[config.mk]
export PLATFORM = sky130hd
export DESIGN_NAME = wdog_ctl
export DESIGN_NICKNAME = d
export VERILOG_FILES = /design/src/rtl/wdog_pkg.sv /design/src/rtl/wdog_regs.sv /design/src/rtl/wdog_counter.sv /design/src/rtl/wdog_pulse.sv /design/src/rtl/wdog_ctl.sv
export SDC_FILE = /design/constraint.sdc
export NUM_CORES = 1
export LEC_CHECK = 0
export ABC_AREA = 1
export CORE_MARGIN = 4
export CORE_UTILIZATION = 30
export DETAILED_ROUTE_END_ITERATION = 8
export PLACE_DENSITY = 0.46
export SETUP_SLACK_MARGIN = 0.3
export SYNTH_ARGS = -nofsm -noshare
export SYNTH_HDL_FRONTEND = slang
export SYNTH_SLANG_ARGS = --single-unit
export TNS_END_PERCENT = 50
[constraint.sdc]
create_clock -name clk_i -period 2 [get_ports clk_i]
set_clock_uncertainty 0.2 [all_clocks]
set_input_delay 0.2 -clock clk_i [delete_from_list [all_inputs] [get_ports clk_i]]
set_output_delay 0.2 -clock clk_i [all_outputs]
set_load 0.02 [all_outputs]
[src/rtl/wdog_pkg.sv]
package wdog_pkg;
  localparam int unsigned DW     = 32;
  localparam int unsigned ADDR_W = 5;

  localparam logic [ADDR_W-1:0] OFS_COUNT  = 5'h00;
  localparam logic [ADDR_W-1:0] OFS_RELOAD = 5'h04;
  localparam logic [ADDR_W-1:0] OFS_KICK   = 5'h08;
  localparam logic [ADDR_W-1:0] OFS_CTRL   = 5'h0C;
  localparam logic [ADDR_W-1:0] OFS_WIDTH  = 5'h18;

  localparam logic [15:0] KICK_KEY = 16'h4755;

  localparam logic [7:0] CODE_HIGH = 8'hA5;
  localparam logic [7:0] CODE_LOW  = 8'h5A;
  localparam logic [7:0] CODE_PP   = 8'hA8;
  localparam logic [7:0] CODE_OD   = 8'h8A;

  localparam logic [DW-1:0] RST_COUNT = 32'h03EF1480;
  localparam logic [7:0]    RST_WIDTH = 8'hFF;

  localparam int CB_EN   = 0;
  localparam int CB_RST  = 1;
  localparam int CB_IRQ  = 2;
  localparam int CB_SLOW = 4;

  typedef struct packed {
    logic load;
    logic stop;
  } cnt_cmd_t;
endpackage

[src/rtl/wdog_regs.sv]
module wdog_regs
  import wdog_pkg::*;
#(
  parameter int unsigned PW = 20
) (
  input  logic              clk_i,
  input  logic              rst_ni,
  input  logic              req_i,
  input  logic              we_i,
  input  logic [ADDR_W-1:0] addr_i,
  input  logic [DW-1:0]     wdata_i,
  output logic [DW-1:0]     rdata_o,
  input  logic [DW-1:0]     cnt_i,
  input  logic              clr_i,
  output cnt_cmd_t          cmd_o,
  output logic [DW-1:0]     reload_o,
  output logic              slow_o,
  output logic              rst_en_o,
  output logic              irq_en_o,
  output logic [PW-1:0]     width_o,
  output logic              high_o,
  output logic              pp_o
);
  localparam int unsigned GAP = DW - 2 - PW;

  logic [DW-1:0] ctrl_q, reload_q;
  logic [PW-1:0] width_q;
  logic          high_q, pp_q;

  logic wr, ctrl_acc, kick_ok, wid_wr;
  logic [7:0] code;

  assign wr       = req_i & we_i;
  assign ctrl_acc = wr && addr_i == OFS_CTRL && (wdata_i[CB_EN] != ctrl_q[CB_EN]);
  assign kick_ok  = wr && addr_i == OFS_KICK && wdata_i[15:0] == KICK_KEY && ctrl_q[CB_EN];
  assign wid_wr   = wr && addr_i == OFS_WIDTH;
  assign code     = wdata_i[DW-1 -: 8];

  always_ff @(posedge clk_i or negedge rst_ni) begin
    if (!rst_ni) begin
      ctrl_q   <= '0;
      reload_q <= RST_COUNT;
      width_q  <= PW'(RST_WIDTH);
      high_q   <= 1'b0;
      pp_q     <= 1'b0;
    end else begin
      if (clr_i)         ctrl_q <= '0;
      else if (ctrl_acc) ctrl_q <= wdata_i;
      if (wr && addr_i == OFS_RELOAD) reload_q <= wdata_i;
      if (wid_wr) begin
        width_q <= wdata_i[PW-1:0];
        case (code)
          CODE_HIGH: high_q <= 1'b1;
          CODE_LOW:  high_q <= 1'b0;
          CODE_PP:   pp_q   <= 1'b1;
          CODE_OD:   pp_q   <= 1'b0;
          default: ;
        endcase
      end
    end
  end

  always_comb begin
    case (addr_i)
      OFS_COUNT:  rdata_o = cnt_i;
      OFS_RELOAD: rdata_o = reload_q;
      OFS_CTRL:   rdata_o = ctrl_q;
      OFS_WIDTH:  rdata_o = {high_q, pp_q, {GAP{1'b0}}, width_q};
      default:    rdata_o = '0;
    endcase
  end

  assign cmd_o.load = kick_ok | (ctrl_acc & wdata_i[CB_EN]);
  assign cmd_o.stop = ctrl_acc & ~wdata_i[CB_EN];
  assign reload_o   = reload_q;
  assign slow_o     = ctrl_q[CB_SLOW];
  assign rst_en_o   = ctrl_q[CB_RST];
  assign irq_en_o   = ctrl_q[CB_IRQ];
  assign width_o    = width_q;
  assign high_o     = high_q;
  assign pp_o       = pp_q;

  assert_ctrl_gate_R3: assert property (@(posedge clk_i) disable iff (!rst_ni)
    (ctrl_q != $past(ctrl_q)) |->
      ($past(clr_i) || ($past(wr) && $past(addr_i) == OFS_CTRL &&
                        $past(wdata_i[CB_EN]) != $past(ctrl_q[CB_EN]))));

  assert_inhibit_clear_R7: assert property (@(posedge clk_i) disable iff (!rst_ni)
    clr_i |=> ctrl_q == '0);

  assert_high_code_R8: assert property (@(posedge clk_i) disable iff (!rst_ni)
    (wid_wr && code == CODE_HIGH) |=> high_o);
endmodule

[src/rtl/wdog_counter.sv]
module wdog_counter
  import wdog_pkg::*;
#(
  parameter int unsigned DIV = 24
) (
  input  logic          clk_i,
  input  logic          rst_ni,
  input  cnt_cmd_t      cmd_i,
  input  logic          slow_i,
  input  logic [DW-1:0] reload_i,
  output logic [DW-1:0] cnt_o,
  output logic          expire_o
);
  localparam int unsigned PRE_W = (DIV > 1) ? $clog2(DIV) : 1;
  localparam logic [PRE_W-1:0] PRE_TOP = PRE_W'(DIV - 1);

  logic [DW-1:0]    cnt_q;
  logic [PRE_W-1:0] pre_q;
  logic             run_q, tick;

  assign tick     = slow_i ? (pre_q == '0) : 1'b1;
  assign expire_o = run_q & tick & (cnt_q == '0) & ~cmd_i.load & ~cmd_i.stop;

  always_ff @(posedge clk_i or negedge rst_ni) begin
    if (!rst_ni) begin
      cnt_q <= RST_COUNT;
      pre_q <= PRE_TOP;
      run_q <= 1'b0;
    end else if (cmd_i.load) begin
      cnt_q <= reload_i;
      pre_q <= PRE_TOP;
      run_q <= 1'b1;
    end else if (cmd_i.stop) begin
      run_q <= 1'b0;
    end else if (run_q) begin
      if (tick) begin
        pre_q <= PRE_TOP;
        if (cnt_q == '0) run_q <= 1'b0;
        else             cnt_q <= cnt_q - 1'b1;
      end else begin
        pre_q <= pre_q - 1'b1;
      end
    end
  end

  assign cnt_o = cnt_q;

  assert_kick_reload_R4: assert property (@(posedge clk_i) disable iff (!rst_ni)
    cmd_i.load |=> (cnt_o == $past(reload_i)) && run_q);

  assert_decrement_R5: assert property (@(posedge clk_i) disable iff (!rst_ni)
    (run_q && tick && cnt_q != '0 && !cmd_i.load && !cmd_i.stop) |=>
      cnt_q == $past(cnt_q) - 1'b1);

  assert_halt_R6: assert property (@(posedge clk_i) disable iff (!rst_ni)
    expire_o |=> !run_q);
endmodule

[src/rtl/wdog_pulse.sv]
module wdog_pulse #(
  parameter int unsigned PW = 20
) (
  input  logic          clk_i,
  input  logic          rst_ni,
  input  logic          fire_i,
  input  logic          rst_en_i,
  input  logic          irq_en_i,
  input  logic [PW-1:0] width_i,
  input  logic          high_i,
  output logic          pulse_o,
  output logic          timeout_o
);
  logic [PW-1:0] left_q;
  logic          to_q;

  always_ff @(posedge clk_i or negedge rst_ni) begin
    if (!rst_ni) begin
      left_q <= '0;
      to_q   <= 1'b0;
    end else begin
      to_q <= fire_i & irq_en_i;
      if (fire_i && rst_en_i) left_q <= width_i;
      else if (left_q != '0)  left_q <= left_q - 1'b1;
    end
  end

  assign pulse_o   = (left_q != '0) ? high_i : ~high_i;
  assign timeout_o = to_q;

  assert_timeout_once_R6: assert property (@(posedge clk_i) disable iff (!rst_ni)
    timeout_o |=> !timeout_o);

  assert_pulse_level_R6: assert property (@(posedge clk_i) disable iff (!rst_ni)
    (fire_i && rst_en_i && width_i != '0) |=> (pulse_o == high_i));
endmodule

[src/rtl/wdog_ctl.sv]
module wdog_ctl
  import wdog_pkg::*;
#(
  parameter int unsigned PCLK_HZ = 24_000_000,
  parameter int unsigned TICK_HZ = 1_000_000,
  parameter int unsigned PW      = 20
) (
  input  logic              clk_i,
  input  logic              rst_ni,
  input  logic              req_i,
  input  logic              we_i,
  input  logic [ADDR_W-1:0] addr_i,
  input  logic [DW-1:0]     wdata_i,
  output logic [DW-1:0]     rdata_o,
  input  logic              inhibit_i,
  output logic              rst_pulse_o,
  output logic              push_pull_o,
  output logic              timeout_o
);
  localparam int unsigned DIV = PCLK_HZ / TICK_HZ;

  cnt_cmd_t      cmd;
  logic [DW-1:0] cnt, reload;
  logic [PW-1:0] width;
  logic          slow, rst_en, irq_en, high, expire;

  wdog_regs #(.PW(PW)) u_regs (
    .clk_i, .rst_ni, .req_i, .we_i, .addr_i, .wdata_i, .rdata_o,
    .cnt_i(cnt), .clr_i(expire & inhibit_i), .cmd_o(cmd), .reload_o(reload),
    .slow_o(slow), .rst_en_o(rst_en), .irq_en_o(irq_en), .width_o(width),
    .high_o(high), .pp_o(push_pull_o)
  );

  wdog_counter #(.DIV(DIV)) u_cnt (
    .clk_i, .rst_ni, .cmd_i(cmd), .slow_i(slow), .reload_i(reload),
    .cnt_o(cnt), .expire_o(expire)
  );

  wdog_pulse #(.PW(PW)) u_pulse (
    .clk_i, .rst_ni, .fire_i(expire & ~inhibit_i), .rst_en_i(rst_en),
    .irq_en_i(irq_en), .width_i(width), .high_i(high),
    .pulse_o(rst_pulse_o), .timeout_o
  );
endmodule

# Word-level counts from Yosys, hierarchy flattened
# Index checks and enable logic that the tools add are counted.
# Widths: inputs -> output; s select.
# word_totals
regBits,145
elab_cells,86
out_inout_bits,35
# op_classes
n_mux,23
n_reduce_logical,22
bitwise,16
n_eq_ne,12
add_sub_neg,3
# ops
cell,n
$mux 32,7
$pmux 32 s4,1
$mux 20,2
$logic_not 32->1,1
$sub 32x1->32 const B,1
$eq 8x8->1 const B,3
$mux 5,4
$reduce_bool 20->1,1
$sub 20x1->20 const B,1
$eq 16x15->1 const B,1
$reduce_bool 2->1,6
$and 1x1->1,10
$eq 5x4->1 const B,2
$logic_not 5->1,2
$eq 8x7->1 const B,1
$logic_and 1x1->1,8
$mux 1,7
$reduce_and 2->1,3
$eq 5x3->1 const B,1
$eq 5x5->1 const B,1
$not 1->1,5
$sub 5x1->5 const B,1
$ne 2x1->1 const B,2
$pmux 1 s2,2
3 further kinds,3

# Logic depth before layout (Yosys ltp)
# depth
ltp_word,11
depth_mapped,16
ltp_nobuf,14

# Modules after synthesis
# Synthesis repeated with hierarchy kept, for this count alone.
# hier_totals
cells_unflattened,1276
hier_area_um2,8881.0
# modules_own_cells
module,area_each_um2,cells_per_inst,instances,seq_area_each_um2
wdog_regs,4530.6,588,1,2177.1
wdog_counter,2817.7,462,1,970.9
wdog_pulse,1515.2,222,1,525.5
wdog_ctl,17.5,4,1,0.0

# Worst setup path before layout
# No wires, ideal clock.
# synth_timing
kind,flip-flop to output port
start,register u_pulse.left_q[5]
end,output port rst_pulse_o
t_required_ps,1600
arrival_ps,1747
path_stages_with_launch,7
path_slack_ps,-147
path_cell_list,dfrtp_1 > inv_1 > nand2_1 > nor3_1 > nand4_1 > clkbuf_1 > xor2_1
# synth_via
elab_chain_cells,2
# synth_rtl
element,line_no,text
from (decl),wdog_pulse.sv:14,logic [PW-1:0] left_q;
from (signal assigned),wdog_pulse.sv:23,if (fire_i && rst_en_i) left_q <= width_i;
from (signal assigned),wdog_pulse.sv:24,else if (left_q != '0) left_q <= left_q - 1'b1;
$reduce_bool 20->1,wdog_pulse.sv:28,assign pulse_o = (left_q != '0) ? high_i : ~high_i;
$mux 1,wdog_pulse.sv:28,
to (decl),wdog_ctl.sv:16,"output logic rst_pulse_o,"
# Every way passes these cells.

# Worst setup path in the final report
# layout_timing
start,"register u_cnt.cnt_q[10], in the netlist u_cnt.cnt_o[10]"
end,register u_pulse.left_q[9]
# layout_via
elab_chain_cells,7
word_cells_on_any_way,8
cone_classes,1 x mux; 4 x bitwise; 3 x reduce/logical
# layout_rtl
element,line_no,text
from (decl),wdog_counter.sv:17,logic [DW-1:0] cnt_q;
from (signal assigned),wdog_counter.sv:30,cnt_q <= reload_i;
from (signal assigned),wdog_counter.sv:39,else cnt_q <= cnt_q - 1'b1;
$logic_not 32->1 (*),wdog_counter.sv:22,assign expire_o = run_q & tick & (cnt_q == '0) & ~cmd_i.load & ~cmd_i.stop;
$and 1x1->1 (*) (3 in series),wdog_counter.sv:22,
$and 1x1->1 (*),wdog_ctl.sv:40,".clk_i, .rst_ni, .fire_i(expire & ~inhibit_i), .rst_en_i(rst_en),"
$logic_and 1x1->1 (*),wdog_pulse.sv:23,
$mux 20 or $reduce_bool 2->1 (tied branches),--,
# Every way passes the cells marked *; elsewhere a longest branch is shown, timed or not.
# A chain may end at the register's enable or synchronous reset.

==> run_results.csv <==
group,metric,value,unit
clocking,htree_levels,4,
global_routing,antenna_found_initial,0,
final_layout,syn_to_final_growth,68.71,%
final_layout,postLayoutCellArea,0.01428,sq mm
placed_design,place.gp.congestion,0.8824,
global_routing,grtUsageMet1,30.43,%
global_routing,grt_pass1_wl,53560,microns
worst_hold_path,hp-class,"in -> async",
final_layout,mostFrequentLayoutCells,"nand2_1 (252), buf_4 (233), inv_1 (115), dfrtp_1 (106), o21ai_0 (98)",
clocking,cts-root-buf,"clkbuf_16",
sta,min_period,2.304,ns
routing,viasPerCell,4.774,
routing,drc_errors,0,
routing,postRouteAntennaNets,0,
synthesis,synth_fp_nets,1242,
run,cap_violations,0,
setup_path,end_kind,"flop",
die,initial_core_util,30.46,%
die,num_rows,61,
synthesis,async_flop_share,100.0,%
setup_path,worstSetupPathType,"reg -> reg",
placed_design,post-place-ws,-0.8714,ns
synthesis,syn-cell-area,0.008462,sq mm
final_layout,fin_util,51.39,%
placed_design,numPortBuffers,76,
status,outcome,"finished, violations left",
setup_path,cp_max_fo,7,
setup_path,worst-endpoint-required,2.11,ns
die,die_height,175.9,microns
synthesis,synthFlopType,"dfrtp_1",
setup_path,r2r_start,"u_cnt.cnt_o[10]$_DFFE_PN1P_",
sta,slew_violations,0,
global_routing,use_met2,37.14,%
placed_design,dp_hpwl,23310,microns
sta,rsz0062_at_grt,"true",
final_layout,fin_cells,1921,
sta,worst_hold_slack,0.01346,ns
die,io-pin-count,77,
global_routing,gr-total-overflow,0,
die,die_w,175.9,microns
setup_path,startpoint,"u_cnt.cnt_o[10]$_DFFE_PN1P_",
sta,timing.final.ws_setup,-0.3037,ns
sta,max_freq,434.1,MHz
setup_path,r2r-end,"u_pulse.left_q[9]$_DFFE_PN0P_",
global_routing,grt_pass1_vias,9319,
synthesis,yosys_warnings,0,
sta,worst_slew_pin_slew,0.6259,ns
setup_path,slowest_stage,"dfstp_2",
routing,routed_wirelength,35060,microns
global_routing,busiest_layer,"met2",
final_layout,diodes,0,
clocking,clock-sinks,145,
routing,vias,9171,
sta,hold_viol,0,
final_layout,nets,1578,
final_layout,final_common_cell,"nand2_1",
power,power,14.75,mW
setup_path,slowest_delay,0.39,ns
clocking,insertion_delay,0.44,ns
power,p_leak,6.804,nW
routing,dr.pass1.iters,6,
setup_path,crit_end,"u_pulse.left_q[9]$_DFFE_PN0P_",
synthesis,ys_seq_area_share,43.41,%
global_routing,grt_max_degree,63,
synthesis,ys_seq_elements,145,
die,dieArea,0.03096,sq mm
clocking,cts_tree,"done",
setup_path,startpoint_type,"flop",
clocking,clk_pin_slew,0.08,ns
sta,slew_headroom,58.27,%
status,violations,"setup timing",
global_routing,met3_usage,3.426,%
synthesis,ys_types,38,
power,power_density,1033,mW/mm^2
power,ir_drop,0.6205,mV
die,core,0.02778,sq mm
routing,wire_per_inst,18.25,microns
global_routing,grt_usage,22.40,%
sta,finalSetupViolations,84,
placed_design,placed_cells_incl_taps,1808,
sta,period_share,115.2,%
placed_design,dpl-instance-area,0.01122,sq mm
final_layout,drive_above_1_share,44.72,%
synthesis,syn_avg_cell_area,7.087,sq um
clocking,numCtsBuffers,17,
synthesis,synth-edff-count,0,
clocking,cts_buffer_depth,2,
setup_path,crit_arrival,2.41,ns
routing,drt_iter0_drc,527,
synthesis,postSynthCellCount,1194,
sta,setup_tns,-10.68,ns
setup_path,reg2reg_depth,13,
setup_path,path_cells,"nor2_2, nand2_1, nor2_2, nand2_1, inv_1, nand3_1, nor2_1, nand4_1, buf_12, buf_12, buf_16, nand2_2, o21ai_1",
setup_path,r2r_slack,-0.30,ns
==> synthesized netlist by cell type (3+ instances only) <==
master,number,area (sq um)
nand2_1,327,1227
inv_1,169,634.4
o21ai_0,151,755.7
nor2_1,129,484.2
dfrtp_1,109,2728
nand3_1,51,255.2
xor2_1,37,324.1
dfstp_2,36,945.9
clkbuf_1,34,127.6
nor3_1,20,100.1
o21ai_1,20,100.1
a21oi_1,17,85.08
nand4_1,15,93.84
a221oi_1,10,87.58
o211ai_1,8,60.06
o22ai_1,8,50.05
inv_2,7,26.28
buf_2,6,30.03
ha_1,6,75.07
buf_6,3,33.78
nor2_2,3,18.77
nor4_1,3,18.77
o2111ai_1,3,26.28
==> power breakdown <==
group          switching, mW  leakage (nW)  internal [mW]
Sequential             0.517          1.78           3.71
Combinational           3.66          4.72           3.44
Clock                   1.53         0.298           1.90
Total                   5.70          6.80           9.05
==> per-layer routing <==
layer / routed length, microns / up-vias
li1: - / 4489
met1: 16100 / 4380
met2: 16320 / 237
met5: 0 / -
met4: 1119 / 0
met3: 1522 / 65
==> kinds of logic after synthesis <==
group | after synthesis | share of synthesized area (%)
AO/OA/AOI/OAI | 227 | 14.70
XOR/XNOR | 39 | 4.037
adder cells (fa/ha/maj) | 6 | 0.8872
buffers and inverters | 220 | 10.11
flip-flops | 145 | 43.41
AND/OR/NAND/NOR | 557 | 26.85
==> final cells by class <==
type	instances	area, sq um
fill	2717	13510
multi-input combinational	829	5171
sequential	145	3677
timing repair buffer	360	3640
inverter	177	706.9
tap	378	473.0
clock buffer	17	425.4
clock inverter	15	182.7
==> flip-flops by register name (all words and copies together) (netlist names) <==
| name | flops |
|---|---|
| u_regs.reload_o | 32 |
| u_regs.width_o | 20 |
| u_cnt.cnt_o | 32 |
| u_cnt.run_q | 1 |
| u_cnt.pre_q | 5 |
| u_regs.high_o | 1 |
| u_regs.pp_o | 1 |
| u_pulse.timeout_o | 1 |
| u_pulse.left_q | 20 |
| u_regs.ctrl_q | 32 |
==> worst min-delay path by stage <==
stage	cells after the start	slack, ns	endpoint
CTS	2	0.02	u_regs.width_o[17]$_DFFE_PN0P_
floorplan	0	-0.30	u_cnt.cnt_o[0]$_DFFE_PN0P_
global route	2	0.06	u_regs.width_o[17]$_DFFE_PN0P_
finish	2	0.01	u_regs.width_o[17]$_DFFE_PN0P_
detailed placement	1	-0.07	u_regs.width_o[17]$_DFFE_PN0P_
global placement	1	-0.07	u_regs.width_o[17]$_DFFE_PN0P_
==> worst max-delay path: cells and delay by family (launching register included) <==
| family | cells | cell delay [ns] |
|---|---|---|
| compound gates | 1 | 0.06 |
| buf+inv | 4 | 0.56 |
| simple gates | 8 | 0.96 |
| flops | 1 | 0.39 |
==> repair_timing <==
action,4_1_cts,5_1_grt
setup endpoints to repair,148,130
hold buffers,1,0
setup buffers,45,14
pin swaps,45,80
endpoints found under the hold margin,114,0
resized for setup,454,233
gates cloned,16,5
(Power assumes the default switching activity.)
